**config.mk**
```make
export PLATFORM = sky130hd
export DESIGN_NAME = dbgw_abort_ctl
export DESIGN_NICKNAME = d
export VERILOG_FILES = /design/src/rtl/dbgw_pkg.sv /design/src/rtl/dbgw_line_sync.sv /design/src/rtl/dbgw_low_timer.sv /design/src/rtl/dbgw_ack_timer.sv /design/src/rtl/dbgw_abort_ctl.sv
export SDC_FILE = /design/constraint.sdc
export NUM_CORES = 1
export LEC_CHECK = 0
export BUFFER_PORTS_ARGS = -buffer_cell sky130_fd_sc_hd__buf_4
export CAP_MARGIN = 20
export CORE_MARGIN = 2
export CORE_UTILIZATION = 54
export DETAILED_ROUTE_END_ITERATION = 10
export PLACE_DENSITY = 0.76
export SETUP_SLACK_MARGIN = 0.02
export SYNTH_ARGS = -nofsm -noshare
export SYNTH_HDL_FRONTEND = slang
export SYNTH_SLANG_ARGS = --single-unit
```
**constraint.sdc**
```tcl
create_clock -name clk -period 2.07 [get_ports clk]
set_input_delay 0.1035 -clock clk [delete_from_list [all_inputs] [get_ports clk]]
set_output_delay 0.1035 -clock clk [all_outputs]
set_load 0.01 [all_outputs]
```
**src/rtl/dbgw_pkg.sv**
```systemverilog
package dbgw_pkg;

  typedef enum logic [1:0] {
    ST_IDLE = 2'd0,
    ST_RECV = 2'd1,
    ST_PEND = 2'd2,
    ST_ACK  = 2'd3
  } dbgw_state_e;

  typedef enum logic [1:0] {
    PW_GLITCH = 2'd0,
    PW_SHORT  = 2'd1,
    PW_SYNC   = 2'd2
  } pw_kind_e;

  // Sort a measured low width into glitch, short abort or resync.
  function automatic pw_kind_e classify_width(input int unsigned width,
                                              input int unsigned sync_len,
                                              input int unsigned min_abort);
    if (width >= sync_len)       return PW_SYNC;
    else if (width >= min_abort) return PW_SHORT;
    else                         return PW_GLITCH;
  endfunction

endpackage

```
**src/rtl/dbgw_line_sync.sv**
```systemverilog
module dbgw_line_sync (
  input  logic clk,
  input  logic rst_n,
  input  logic line_raw,
  output logic line_s,
  output logic fall_e,
  output logic rise_e
);
  logic [1:0] sync_ff;
  logic       prev_s;

  always_ff @(posedge clk or negedge rst_n) begin
    if (!rst_n) begin
      sync_ff <= 2'b11;
      prev_s  <= 1'b1;
    end else begin
      sync_ff <= {sync_ff[0], line_raw};
      prev_s  <= sync_ff[1];
    end
  end

  assign line_s = sync_ff[1];
  assign fall_e = prev_s & ~line_s;
  assign rise_e = ~prev_s & line_s;
endmodule

```
**src/rtl/dbgw_low_timer.sv**
```systemverilog
module dbgw_low_timer #(
  parameter int unsigned SAT = 128,
  localparam int unsigned W = $clog2(SAT + 1)
) (
  input  logic         clk,
  input  logic         rst_n,
  input  logic         line_s,
  input  logic         fall_e,
  output logic [W-1:0] width
);
  always_ff @(posedge clk or negedge rst_n) begin
    if (!rst_n)                             width <= '0;
    else if (fall_e)                        width <= W'(1);
    else if (!line_s && width != W'(SAT))   width <= width + W'(1);
  end
endmodule

```
**src/rtl/dbgw_ack_timer.sv**
```systemverilog
module dbgw_ack_timer #(
  parameter int unsigned LEN = 16,
  localparam int unsigned W = $clog2(LEN + 1)
) (
  input  logic clk,
  input  logic rst_n,
  input  logic go,
  output logic drive,
  output logic last
);
  logic [W-1:0] remain;

  always_ff @(posedge clk or negedge rst_n) begin
    if (!rst_n)              remain <= '0;
    else if (go)             remain <= W'(LEN);
    else if (remain != '0)   remain <= remain - W'(1);
  end

  assign drive = (remain != '0);
  assign last  = (remain == W'(1));
endmodule

```
**src/rtl/dbgw_abort_ctl.sv**
```systemverilog
module dbgw_abort_ctl
  import dbgw_pkg::*;
#(
  parameter int unsigned SYNC_LEN  = 128,
  parameter int unsigned MIN_ABORT = 4,
  parameter int unsigned ACK_LEN   = 16,
  localparam int unsigned LW = $clog2(SYNC_LEN + 1)
) (
  input  logic clk,
  input  logic rst_n,
  input  logic line_in,
  input  logic cmd_valid_i,
  input  logic cmd_run_i,
  input  logic cpu_sleep_i,
  input  logic mem_busy_i,
  input  logic exec_done_i,
  output logic cmd_start_o,
  output logic sync_req_o,
  output logic ack_abort_o,
  output logic cmd_kill_o,
  output logic ack_drive_o
);
  dbgw_state_e state;
  logic          line_s, fall_e, rise_e;
  logic [LW-1:0] low_w;
  pw_kind_e      pw_kind;
  logic          run_q, acc_q, doomed_q;
  logic          ack_go, ack_last;
  logic          ev_sync, ev_short, ev_start, ev_abort, kill_now;

  dbgw_line_sync u_sync (
    .clk(clk), .rst_n(rst_n), .line_raw(line_in),
    .line_s(line_s), .fall_e(fall_e), .rise_e(rise_e)
  );

  dbgw_low_timer #(.SAT(SYNC_LEN)) u_low (
    .clk(clk), .rst_n(rst_n), .line_s(line_s), .fall_e(fall_e), .width(low_w)
  );

  dbgw_ack_timer #(.LEN(ACK_LEN)) u_ack (
    .clk(clk), .rst_n(rst_n), .go(ack_go), .drive(ack_drive_o), .last(ack_last)
  );

  assign pw_kind  = classify_width(32'(low_w), SYNC_LEN, MIN_ABORT);
  assign ev_sync  = rise_e && (state != ST_ACK) && (pw_kind == PW_SYNC);
  assign ev_short = rise_e && (state == ST_PEND) && (pw_kind == PW_SHORT);
  assign ev_start = fall_e && (state == ST_IDLE);
  assign ev_abort = (state == ST_PEND) && (ev_sync || ev_short);
  assign kill_now = ev_abort && !run_q && !acc_q && !doomed_q;
  assign ack_go   = (state == ST_PEND) && exec_done_i && !doomed_q
                    && !ev_sync && !ev_short;

  always_ff @(posedge clk or negedge rst_n) begin
    if (!rst_n) begin
      state    <= ST_IDLE;
      run_q    <= 1'b0;
      acc_q    <= 1'b0;
      doomed_q <= 1'b0;
    end else begin
      unique case (state)
        ST_IDLE: if (ev_start) state <= ST_RECV;
        ST_RECV: begin
          if (ev_sync) state <= ST_IDLE;
          else if (cmd_valid_i) begin
            state    <= ST_PEND;
            run_q    <= cmd_run_i;
            doomed_q <= cpu_sleep_i;
            acc_q    <= 1'b0;
          end
        end
        ST_PEND: begin
          if (ev_abort)        state <= ST_IDLE;
          else if (ack_go)     state <= ST_ACK;
          if (mem_busy_i)      acc_q <= 1'b1;
        end
        ST_ACK:  if (ack_last) state <= ST_IDLE;
        default: state <= ST_IDLE;
      endcase
    end
  end

  always_ff @(posedge clk or negedge rst_n) begin
    if (!rst_n) begin
      cmd_start_o <= 1'b0;
      sync_req_o  <= 1'b0;
      ack_abort_o <= 1'b0;
      cmd_kill_o  <= 1'b0;
    end else begin
      cmd_start_o <= ev_start;
      sync_req_o  <= ev_sync;
      ack_abort_o <= ev_abort;
      cmd_kill_o  <= kill_now;
    end
  end
endmodule

```
==> results.toml <==
[yosys]
synth.largest_area_cell = "sky130_fd_sc_hd__dfrtp_1"
number_of_warnings_printed_during_yosys_synthesis = 0
synth_async_sr_flop_share = 1.00
post_synth_top_area_share = 0.458
syn_avg_cell_area_sq_um = 10.8
synth.distinct_cells = 36
synth-edff-count = 0
synth_top_cells_by_area = "sky130_fd_sc_hd__dfrtp_1 (46%), sky130_fd_sc_hd__dfstp_2 (6.6%), sky130_fd_sc_hd__nor2_1 (4.4%), sky130_fd_sc_hd__ha_1 (4.2%), sky130_fd_sc_hd__xor2_1 (2.9%)"
post_synth_inst_count = 111
yosysSeqAreaShare = 0.523
ys_seq_elements = 25
synth_top_flop_cell = "sky130_fd_sc_hd__dfrtp_1"
synthesis.area_sq_mm = 0.00120
syn-num-nets = 123

[power_and_ir_drop]
p_int_w = 0.000981
static-leakage-power_nw = 0.634
switching_power_w = 0.000565
p_sw_frac = 0.365
power.density_cell_area_mw_per_mm2 = 1130
clkPwrFrac = 0.141
worst_ir_drop_vdd_mv = 0.564
p_comb_frac = 0.344
share_seq_of_total_power = 0.516
post-layout-total-power_w = 0.00155

[global_routing]
grt_pass1_vias = 880
maximum_number_of_pins_on_one_net_before_global_route_repair = 26
antenna_found_initial = 0
global_route.usage.total = 0.198
grt_pass1_wl_microns = 3840
residual_overflow_from_global_routing = 0

[layout]
antenna_cells_inserted = 0
register_area_sq_um = 629
layout-drive-gt1-share = 0.220
fillerInstances = 174
final_nets = 140
area_delta_synth_final_pct = 14.2
commonest_non_fill_non_tap_cell_in_the_layout = "sky130_fd_sc_hd__dfrtp_1"
multi_input_area_sq_um = 536
most-common-layout-cells = "sky130_fd_sc_hd__dfrtp_1 (22), sky130_fd_sc_hd__nor2_1 (14), sky130_fd_sc_hd__buf_4 (12)"

[placed_design]
dp.final_hpwl_microns = 1620
globalplace.congestion = 0.846
placement.io_buffers = 12

[floorplan]
floorplan.initialDensity = 0.560
placeableCoreArea_sq_mm = 0.00215
design.die.area_sq_mm = 0.00262
die_w_microns = 51.2
floorplan.rows = 17
ios = 13
die_height_microns = 51.2

[route]
detailedRoute.firstPassIterationCount = 4
remaining_antenna_violation_count = 0
wl_per_cell_microns = 14.1
met1Wirelength_microns = 859
route.vias.total = 886
routed-wl-met3_microns = 81
top_layer_used = "met4"
met2_length_microns = 1210
drt_first_iter_violations = 15
detail_route.drc_violations = 0
post_dr_vias_cell = 5.72
total_routed_wirelength_microns = 2180

[setup_path]
crit_arrival_ps = 2040
startpoint_type = "flip-flop"
worstPathRequired_ps = 2300
end_kind = "flip-flop"
crit_path_max_fanout = 6
crit_type = "flip-flop to flip-flop"

[clocking]
ctsHtreeMaxLevel = 1
cts_tree = "done"
clk_root_buffer_cell = "sky130_fd_sc_hd__clkbuf_4"
cts_buf_count = 3
numClockSinks = 25
clock_tree.buffer_depth = 2
postCtsSetupBuffers = 0
clock_insertion_delay_worst_skew_ps = 310
worst_setup_hold_path_clk_slew_ps = 140

[sta]
setup_viol = 0
rsz0062_at_grt = "false"
setup-tns-final_ps = 0
hold_viol = 0
transition_time_at_the_pin_with_the_least_slew_margin_ps = 505
timing.final.crit_share = 0.874
finalWorstPathRequiredPeriod_ps = 1810
relSlewSlack = 0.660
timing.final.max_slew_violations = 0
clock-skew-final_ps = 11.0
fmaxAchievable_ghz = 0.553

[job]
max_cap_violations = 0

[run_status]
run_status = "finished clean"

[worst_hold_path]
holdCritPathClass = "primary input to flip-flop"
## cells in the mapped netlist (all sizes together) (2+ instances only)
cell    instances
ha              4
mux2i           2
mux2            3
nand2           6
and3            2
nor2           14
inv             6
xnor2           2
xor2            4
o21ai           4
nor2b           2
nand2b          3
a21oi           3
clkbuf          2
and2b           2
dfrtp          22
nand3           5
dfstp           3
nor3            6
## power by group through the flow
stage	Combinational [W]	Clock, W	Sequential [W]
3_3_place_gp	0.000491	0	0.000782
3_5_place_dp	0.000527	0	0.000800
5_1_grt	0.000604	0.000250	0.000824
6_report	0.000531	0.000218	0.000797
2_1_floorplan	0.000434	0	0.000743
4_1_cts	0.000531	0.000228	0.000789
## routing by layer
layer / vias to the layer above / global-route usage
met1: 450 / 0.228
li1: 414 / -
met5: - / 0
met3: 4 / 0.0234
met4: 0 / 0.0721
met2: 18 / 0.372
## cell families (layout without fill, tap and decap cells)
logic type	Yosys count	in the layout	synth area share
xor gates and xnor gates	6	6	0.0437
DFF	25	25	0.523
AOI/OAI and AO/OA	14	14	0.0926
buffers and inverters	9	25	0.0343
and+or+nand+nor	48	48	0.220
muxes	5	5	0.0447
adders and majority gates	4	4	0.0416
## final timing paths
path                                    from           endpoint  slack (ps)  cells past startpoint
hold / removal                     cmd_run_i              run_q          20                      2
setup / recovery              u_low.width[3]           state[0]         260                      4
hold reg to reg            u_sync.sync_ff[0]  u_sync.sync_ff[1]         370                      0
setup reg to reg              u_low.width[3]           state[0]         260                      4
min in group asynchronous              rst_n         sync_req_o         200                      2
max in group asynchronous              rst_n  u_sync.sync_ff[0]        1580                      2
## repair_timing
item,4_1_cts,5_1_grt
endpoints found under the hold margin,26,1
endpoints found under the setup margin,0,1
hold buffers,2,1
resized for setup,0,1
## critical path, stage by stage, from the launching register on
cell and delay (ps):
sky130_fd_sc_hd__dfrtp_1 450, sky130_fd_sc_hd__or4_4 590, sky130_fd_sc_hd__o31ai_4 260, sky130_fd_sc_hd__o211ai_1 170, sky130_fd_sc_hd__a221oi_2 260
## flip-flops by register name, indices dropped and copies added (netlist names)
register and flops:
cmd_kill_o 1, doomed_q 1, acc_q 1, u_sync.prev_s 1, u_ack.remain 5, sync_req_o 1
run_q 1, ack_abort_o 1, u_sync.sync_ff 2, cmd_start_o 1, state 2, u_low.width 8
## layout make-up
class / instances / share of cell area
clock buffers: 3 / 0.0164
flip-flops and latches: 25 / 0.459
inverters: 6 / 0.0164
repair buffers: 15 / 0.0875
clock inverters: 1 / 0.00547
well taps: 28 / 0.0255
multi-input cells: 77 / 0.390
## stage by stage
step	cell area (sq um)	setup slack, ps	hold WS, ps	cells	util
2_1_floorplan	1200	293	-192	111	-
3_3_place_gp	1310	319	16.7	148	0.609
3_5_place_dp	1310	285	20.6	148	0.609
4_1_cts	1360	74.0	2.45	154	0.632
5_1_grt	1370	152	7.51	155	0.639
6_report	1370	261	21.6	155	0.639
No activity file was read; power rests on OpenSTA's default activity.
